==> config.mk <==
export PLATFORM = sky130hd
export DESIGN_NAME = serial_tkreg_port
export DESIGN_NICKNAME = d
export VERILOG_FILES = /design/src/rtl/tkp_pkg.sv /design/src/rtl/tkp_window.sv /design/src/rtl/tkp_shadow.sv /design/src/rtl/tkp_stage.sv /design/src/rtl/serial_tkreg_port.sv
export SDC_FILE = /design/constraint.sdc
export NUM_CORES = 1
export LEC_CHECK = 0
export ABC_CLOCK_PERIOD_IN_PS = 2700
export BUFFER_PORTS_ARGS = -buffer_cell sky130_fd_sc_hd__buf_2
export CAP_MARGIN = 20
export CORE_MARGIN = 2
export CORE_UTILIZATION = 54
export DETAILED_ROUTE_END_ITERATION = 16
export PLACE_DENSITY_LB_ADDON = 0.12
export SLEW_MARGIN = 20
export SYNTH_ARGS = -nofsm -noshare
export SYNTH_HDL_FRONTEND = slang
export SYNTH_SLANG_ARGS = --single-unit
==> constraint.sdc <==
create_clock -name clk -period 2.7 [get_ports clk]
set_input_delay 0.27 -clock clk [delete_from_list [all_inputs] [get_ports clk]]
set_output_delay 0.27 -clock clk [all_outputs]
set_load 0.02 [all_outputs]
==> src/rtl/tkp_pkg.sv <==
package tkp_pkg;

    localparam int unsigned DEF_NREG = 8;
    localparam int unsigned DEF_RW   = 8;

    typedef enum logic [1:0] {
        CK_NONE  = 2'd0,
        CK_READ  = 2'd1,
        CK_WRITE = 2'd2
    } cyc_kind_e;

    typedef struct packed {
        logic stb;
        logic sel;
        logic rd_en;
        logic wr_en;
        logic din;
    } bus_cyc_t;

    function automatic cyc_kind_e classify(input bus_cyc_t c);
        if (!c.stb || !c.sel) begin
            return CK_NONE;
        end else if (c.wr_en) begin
            return CK_WRITE;
        end
        return CK_READ;
    endfunction

    function automatic int unsigned reg_of(input int unsigned p, input int unsigned rw);
        return p / rw;
    endfunction

    function automatic int unsigned bit_of(input int unsigned p, input int unsigned rw);
        return p % rw;
    endfunction

endpackage

==> src/rtl/tkp_window.sv <==
module tkp_window
    import tkp_pkg::*;
#(
    parameter int unsigned NREG = DEF_NREG,
    parameter int unsigned RW   = DEF_RW
) (
    input  logic                             clk,
    input  logic                             rst,
    input  logic                             unlock,
    input  cyc_kind_e                        kind,
    output logic                             open_q,
    output logic [$clog2(NREG*RW)-1:0]       pos_q
);
    localparam int unsigned TOTAL = NREG * RW;
    localparam int unsigned PW    = $clog2(TOTAL);
    localparam logic [PW-1:0] LAST = PW'(TOTAL - 1);

    always_ff @(posedge clk) begin
        if (rst) begin
            open_q <= 1'b0;
            pos_q  <= '0;
        end else if (!open_q) begin
            pos_q <= '0;
            if (unlock) begin
                open_q <= 1'b1;
            end
        end else if (kind != CK_NONE) begin
            if (pos_q == LAST) begin
                open_q <= 1'b0;
                pos_q  <= '0;
            end else begin
                pos_q <= pos_q + 1'b1;
            end
        end
    end

endmodule

==> src/rtl/tkp_shadow.sv <==
module tkp_shadow
    import tkp_pkg::*;
#(
    parameter int unsigned NREG = DEF_NREG,
    parameter int unsigned RW   = DEF_RW
) (
    input  logic                             clk,
    input  logic                             rst,
    input  logic                             load,
    input  logic [NREG*RW-1:0]               live,
    input  logic [$clog2(NREG*RW)-1:0]       pos,
    output logic                             bit_o
);
    localparam int unsigned PW = $clog2(NREG * RW);
    localparam int unsigned IW = (NREG > 1) ? $clog2(NREG) : 1;
    localparam int unsigned BW = (RW > 1) ? $clog2(RW) : 1;

    logic [RW-1:0] snap_q [NREG];
    logic [IW-1:0] ridx;
    logic [BW-1:0] bidx;

    for (genvar r = 0; r < NREG; r++) begin : g_reg
        always_ff @(posedge clk) begin
            if (rst) begin
                snap_q[r] <= '0;
            end else if (load) begin
                snap_q[r] <= live[r*RW +: RW];
            end
        end
    end

    assign ridx  = IW'(reg_of(32'(pos), RW));
    assign bidx  = BW'(bit_of(32'(pos), RW));
    assign bit_o = snap_q[ridx][bidx];

    logic unused_pw;
    assign unused_pw = ^PW;

endmodule

==> src/rtl/tkp_stage.sv <==
module tkp_stage
    import tkp_pkg::*;
#(
    parameter int unsigned NREG = DEF_NREG,
    parameter int unsigned RW   = DEF_RW
) (
    input  logic                                        clk,
    input  logic                                        rst,
    input  logic                                        open_i,
    input  cyc_kind_e                                   kind,
    input  logic [$clog2(NREG*RW)-1:0]                  pos,
    input  logic                                        din,
    output logic                                        wr_stb,
    output logic [((NREG > 1) ? $clog2(NREG) : 1)-1:0]  wr_idx,
    output logic [RW-1:0]                               wr_data
);
    localparam int unsigned IW = (NREG > 1) ? $clog2(NREG) : 1;
    localparam int unsigned BW = (RW > 1) ? $clog2(RW) : 1;
    localparam logic [BW-1:0] TOP_BIT = BW'(RW - 1);

    logic [RW-1:0] stage_q;
    logic          clean_q;
    logic [IW-1:0] ridx;
    logic [BW-1:0] bidx;
    logic          counted;
    logic          is_wr;
    logic          clean_now;
    logic [RW-1:0] merged;

    assign ridx    = IW'(reg_of(32'(pos), RW));
    assign bidx    = BW'(bit_of(32'(pos), RW));
    assign counted = open_i && (kind != CK_NONE);
    assign is_wr   = (kind == CK_WRITE);

    always_comb begin
        clean_now = is_wr && ((bidx == '0) ? 1'b1 : clean_q);
        merged       = stage_q;
        merged[bidx] = din;
    end

    always_ff @(posedge clk) begin
        if (rst) begin
            stage_q <= '0;
            clean_q <= 1'b0;
            wr_stb  <= 1'b0;
            wr_idx  <= '0;
            wr_data <= '0;
        end else begin
            wr_stb <= 1'b0;
            if (counted) begin
                clean_q <= clean_now;
                if (is_wr) begin
                    stage_q[bidx] <= din;
                end
                if ((bidx == TOP_BIT) && clean_now) begin
                    wr_stb  <= 1'b1;
                    wr_idx  <= ridx;
                    wr_data <= merged;
                end
            end
        end
    end

endmodule

==> src/rtl/serial_tkreg_port.sv <==
module serial_tkreg_port
    import tkp_pkg::*;
#(
    parameter int unsigned NREG = DEF_NREG,
    parameter int unsigned RW   = DEF_RW
) (
    input  logic                                        clk,
    input  logic                                        rst,
    input  logic                                        unlock,
    input  logic                                        cyc_stb,
    input  logic                                        ce,
    input  logic                                        oe,
    input  logic                                        we,
    input  logic                                        dq0_i,
    input  logic [NREG*RW-1:0]                          live_regs,
    output logic                                        dq0_o,
    output logic                                        dq0_oe,
    output logic                                        mem_block,
    output logic                                        wr_stb,
    output logic [((NREG > 1) ? $clog2(NREG) : 1)-1:0]  wr_idx,
    output logic [RW-1:0]                               wr_data
);
    localparam int unsigned PW = $clog2(NREG * RW);

    bus_cyc_t        bus;
    cyc_kind_e       kind;
    logic            open_q;
    logic [PW-1:0]   pos_q;
    logic            snap_bit;

    assign bus  = '{stb: cyc_stb, sel: ce, rd_en: oe, wr_en: we, din: dq0_i};
    assign kind = classify(bus);

    tkp_window #(.NREG(NREG), .RW(RW)) u_window (
        .clk    (clk),
        .rst    (rst),
        .unlock (unlock),
        .kind   (kind),
        .open_q (open_q),
        .pos_q  (pos_q)
    );

    tkp_shadow #(.NREG(NREG), .RW(RW)) u_shadow (
        .clk   (clk),
        .rst   (rst),
        .load  (unlock && !open_q),
        .live  (live_regs),
        .pos   (pos_q),
        .bit_o (snap_bit)
    );

    tkp_stage #(.NREG(NREG), .RW(RW)) u_stage (
        .clk     (clk),
        .rst     (rst),
        .open_i  (open_q),
        .kind    (kind),
        .pos     (pos_q),
        .din     (bus.din),
        .wr_stb  (wr_stb),
        .wr_idx  (wr_idx),
        .wr_data (wr_data)
    );

    assign mem_block = open_q;
    assign dq0_o     = open_q && snap_bit;
    assign dq0_oe    = open_q && ce && bus.rd_en && !we;

endmodule


==> results of run 1 <==
Yosys cell counts, drive strengths merged:
master	instances
nor3b	1
mux4	12
and4	1
o31a	1
nand2b	3
a31o	1
o21ai	6
edfxtp	64
buf	2
mux2i	22
xnor2	3
mux2	2
or3	3
inv	3
a211oi	13
ha	3
and2	65
and3	2
nand4	1
o22a	1
a221oi	4
dfxtp	31
a41oi	1
nor2	27
and4b	1
nand2	10
a22oi	3
nor3	4
a21oi	7
clkbuf	15
nand3	5
nor2b	2
timing repair:
action	in CTS	in global routing
hold buffers	0	0
pin swaps	0	3
buffers inserted	0	4
cloned	0	1
gates resized for setup	4	7
setup endpoints to repair	1	1
registers in the layout, indices dropped and copies added, names as in the netlist, named ones only:
register and cells:
u_shadow.snap_q 64, u_stage.wr_idx 3, u_stage.stage_q 8, u_stage.wr_data 8, u_stage.wr_stb 1, u_window.open_q 1
u_window.pos_q 6, u_stage.clean_q 1
layer usage:
metal  GRT usage [%]  wire length (µm)  vias to the layer above
met5               0                 0                        -
met4           8.582               135                        0
met3           4.437               341                       11
met2           28.00              3437                       69
met1           26.57              3658                     1221
li1                -                 -                     1353
path summary, 6_finish.rpt:
check | startpoint | slack [ps] | depth (start not counted) | endpoint
worst max-delay path | register | 110 | 7 | dq0_o
worst min register to register | u_stage.stage_q[0]$_SDFFE_PP0P_ | 470 | 2 | u_stage.stage_q[0]$_SDFFE_PP0P_
worst min-delay path | live_regs[56] | 170 | 2 | u_shadow.snap_q[7][0]$_SDFFCE_PN0P_
worst max register to register | u_window.pos_q[0]$_SDFFE_PP0N_ | 760 | 8 | u_stage.wr_idx[2]$_SDFFE_PP0P_
cell type report:
type / count / area share (%)
clock buffer: 9 / 2.491
clock inverter: 7 / 1.082
inverter: 3 / 0.2265
sequential: 95 / 51.21
tap: 102 / 2.567
timing repair buffer: 97 / 11.22
multi-input combinational: 204 / 31.20
where the power goes:
group | switching, W | total (W) | internal [W]
Combinational | 0.000105 | 0.000211 | 0.000107
Sequential | 0.0000389 | 0.00169 | 0.00165
Clock | 0.000506 | 0.000849 | 0.000342
Total | 0.000650 | 0.00275 | 0.00210
critical path, cell delays in order (launching register included):
cell,delay [ps]
dfxtp_4,440
clkbuf_16,160
buf_4,100
mux4_2,490
a22oi_2,190
a21oi_1,80
o31a_1,310
buf_4,160
logic make-up (layout without fill, tap and decap cells):
| group | after synthesis | in the layout | synth area share (%) |
|---|---|---|---|
| and+or+nand+nor | 125 | 125 | 16.46 |
| DFF | 95 | 95 | 60.82 |
| AOI/OAI and AO/OA | 37 | 37 | 6.225 |
| muxes | 36 | 36 | 12.90 |
| buffers and inverters | 20 | 116 | 2.065 |
| adders and majority gates | 3 | 3 | 0.8980 |
| xor gates and xnor gates | 3 | 3 | 0.6287 |
through the flow:
stage,power (W),cell area [µm²],instances
finish,0.002751,4972,517
global route,0.002858,4972,517
CTS,0.002764,4920,512
detailed placement,0.001938,4731,496
global placement,0.001928,4731,496
floorplan,0.001830,4180,319
==> reports/qor.yml, run 1 <==
drive_gt1_share_pct: 31.57
slew_violations: 0
multi_input_area_mm2: 0.001551
end_kind: "output pin"
setup_violations: 0
ys_ff_latch: 95
grt_pass1_wl_um: 12140
max_cap_viol_count: 0
ios: 87
ir_drop_v: 0.0003313
synthCells: 319
regArea_mm2: 0.002546
start_util_pct: 54.95
min_path_type: "in2reg"
dp_slack_ps: 202.7
wirelength_um: 7573
cts.sinks: 95
place_congestion: 0.7352
clk_pin_slew_ps: 100
cts_buffers: 9
cts_tree: "built"
p_leak_nw: 1.970
ys_warn_count: 0
setup_ws_ps: 108.5
synth_nets: 394
wire_per_inst_um: 14.65
synth_area_leader_cell: "edfxtp_1"
mostFrequentLayoutCells: "buf_2, and2_1, edfxtp_1, dfxtp_1, nor2_1"
min_period_over_period_pct: 95.98
setup_tns_ps: 0
utilization_pct: 65.36
yosys-top-cells-area: "edfxtp_1, dfxtp_1, and2_1, mux2i_1, mux4_1"
drt_iter0_drc: 112
worstPathMaxFanout: 7
synth_top_area_share_pct: 45.97
core_mm2: 0.007607
layout_commonest_cell: "buf_2"
cts_root_buf: "clkbuf_8"
first_pass_iters: 4
fp.dieW_um: 91.99
cp.arrival_ps: 2320
clock_skew_ps: 14.04
route.detailed.drc: 0
worstMarginPinSlew_ps: 858.3
hpwlAfterDp_um: 5624
power_density_mw_per_mm2: 553.2
area_growth_pct: 18.95
die_y_um: 91.99
core.rowCount: 32
antenna-diode-count: 0
n_fill_cell: 600
grt.overflow.total: 0
clock.fmax_mhz: 385.9
critical_path_class: "reg2out"
whs_ps: 171.3
ys_seq_area_share_pct: 60.82
nNetsFinal: 485
required_ps: 2430
grt_max_degree: 65
fin_crit_ps: 2592
via_per_inst: 5.133
relSlewSlack_pct: 42.64
antenna_found_initial: 0
rsz0062_at_grt: "false"
insertion_delay_ps: 360
die-area_mm2: 0.008461
final_antenna_net_count: 0
syn_area_mm2: 0.004180
track_usage_pct: 18.86
vias: 2654
status: "finished clean"
critPathLaunchType: "register"
place.port_buffers: 86
netlist-cell-type-count: 36
syn_area_per_cell_um2: 13.10
hold_viol: 0
grt_pass1_vias: 2521
cts_max_path_buffers: 2
cts.htree.levels: 3
No activity file was read; power rests on OpenSTA's default activity.
==> run 2: changes to the inputs <==
--- a/config.mk
+++ b/config.mk
@@ -9,7 +9,8 @@
 export BUFFER_PORTS_ARGS = -buffer_cell sky130_fd_sc_hd__buf_2
 export CAP_MARGIN = 20
 export CORE_MARGIN = 2
-export CORE_UTILIZATION = 54
+export CORE_UTILIZATION = 57
+export CTS_BUF_LIST = sky130_fd_sc_hd__clkbuf_8
 export DETAILED_ROUTE_END_ITERATION = 16
 export PLACE_DENSITY_LB_ADDON = 0.12
 export SLEW_MARGIN = 20
==> reports/qor.yml, run 2 (same netlist as run 1, synthesis figures left out) <==
status: "finished clean"
core_mm2: 0.007176
ios: 87
whs_ps: 179.2
top_regs: "u_shadow.snap_q: 64 flops, u_stage.stage_q: 8 flops, u_stage.wr_data: 8 flops"
place.port_buffers: 86
core.rowCount: 31
slew_violations: 0
power_density_mw_per_mm2: 571.0
cpPeakStageDelay_ps: 560
cts_buffers: 9
fin_crit_ps: 2612
setup_tns_ps: 0
die_y_um: 89.64
place_congestion: 0.7841
max_cap_viol_count: 0
utilization_pct: 68.81
worstMarginPinSlew_ps: 916.3
cts_hold_buf: 0
antenna-diode-count: 0
route.detailed.drc: 0
critPathBufInv: 1
hpwlAfterDp_um: 5490
wire_per_inst_um: 14.99
fp.dieW_um: 89.64
critPathLaunchType: "register"
critPathTopFamily: "multiplexers"
antenna_found_initial: 0
cp.arrival_ps: 2340
area_growth_pct: 18.11
vias: 2679
layout_commonest_cell: "buf_2"
clk_pin_slew_ps: 100
relSlewSlack_pct: 38.77
ir_drop_v: 0.0003147
critical_path_class: "reg2out"
nNetsFinal: 481
clock.fmax_mhz: 382.8
cts.htree.levels: 3
grt_pass1_wl_um: 12080
clock_skew_ps: 11.98
mostFrequentLayoutCells: "buf_2, and2_1, edfxtp_1, dfxtp_1, nor2_1"
end_kind: "output pin"
drive_gt1_share_pct: 29.44
track_usage_pct: 20.13
min_period_over_period_pct: 96.74
crit_chain: "mux4_1 -> mux2_2 -> a22oi_2 -> nand2_1 -> o31a_1 -> buf_2"
grt_pass1_vias: 2536
insertion_delay_ps: 350
start_util_pct: 58.26
cts_root_buf: "clkbuf_8"
slowest_stage: "mux4_1"
rsz0062_at_grt: "false"
grt_max_degree: 65
cts_tree: "built"
final_antenna_net_count: 0
p_leak_nw: 1.972
grt.overflow.total: 0
top_register: "u_shadow.snap_q"
n_fill_cell: 531
drt_iter0_drc: 111
die-area_mm2: 0.008034
required_ps: 2430
wirelength_um: 7646
via_per_inst: 5.253
setup_violations: 0
hold_viol: 0
min_path_type: "in2reg"
cts_max_path_buffers: 2
largest_register_ffs: 64
cts.sinks: 95
first_pass_iters: 4
worstPathMaxFanout: 6
-- run 2: cell types whose count changed in the layout (fill, tap and decap cells not counted), sizes merged --
cell / previous run / this run
clkbuf: 10 / 9
inv: 6 / 4
clkinvlp: 3 / 2
buf: 96 / 93
clkinv: 1 / 3
bufinv: 0 / 1
-- run 2: per-stage QoR --
stage	worst slack, ps	power, W	cells	area, µm²
after CTS	1.799	0.002835	509	4923
after global placement	339.9	0.001925	493	4727
after detailed placement	263.6	0.001932	493	4727
after global routing	6.473	0.002917	510	4937
after floorplan	172.1	0.001830	319	4180
final	87.91	0.002819	510	4937
-- run 2: final timing paths --
check	to	from	slack (ps)	depth (start not counted)
worst max register to register	u_shadow.snap_q[7][3]$_SDFFCE_PN0P_	u_window.open_q$_SDFF_PP0_	900	3
worst min-delay path	u_shadow.snap_q[3][5]$_SDFFCE_PN0P_	live_regs[29]	180	2
worst max-delay path	dq0_o	register	90	6
worst min register to register	u_stage.stage_q[0]$_SDFFE_PP0P_	u_stage.stage_q[0]$_SDFFE_PP0P_	460	2
-- run 2: what timing repair did --
| item | 4_1_cts | 5_1_grt |
|---|---|---|
| resized for setup | 1 | 2 |
| buffers inserted | 0 | 1 |
| endpoints found under the hold margin | 0 | 0 |
| setup endpoints to repair | 1 | 1 |
-- run 2: layer usage --
metal	vias up	routed length [µm]	track usage [%]	part of all wire, %
met5	-	0	0	0
li1	1346	-	-	-
met1	1249	3531	27.33	46
met4	0	88	6.920	1.2
met3	8	370	4.570	4.8
met2	76	3655	32.22	48
-- run 2: worst reg2reg max path, cell delays in order, from the launching register on --
cell,delay (ps)
dfxtp_1,410
nand2b_1,250
nor2_4,710
and2_1,280
-- run 2: area by class of cell --
type | instances | area [µm²] | share of cell area [%]
Sequential cell | 95 | 2546 | 51.57
Multi-Input combinational cell | 204 | 1562 | 31.63
Clock inverter | 7 | 71.32 | 1.444
Inverter | 3 | 11.26 | 0.2281
Clock buffer | 9 | 123.9 | 2.509
Tap cell | 99 | 123.9 | 2.509
Timing Repair Buffer | 93 | 499.2 | 10.11
-- run 2: power breakdown --
| group | internal [W] | switching, W |
|---|---|---|
| clock | 0.000429 | 0.000498 |
| sequential | 0.00165 | 0.0000323 |
| combinational | 0.000103 | 0.000106 |
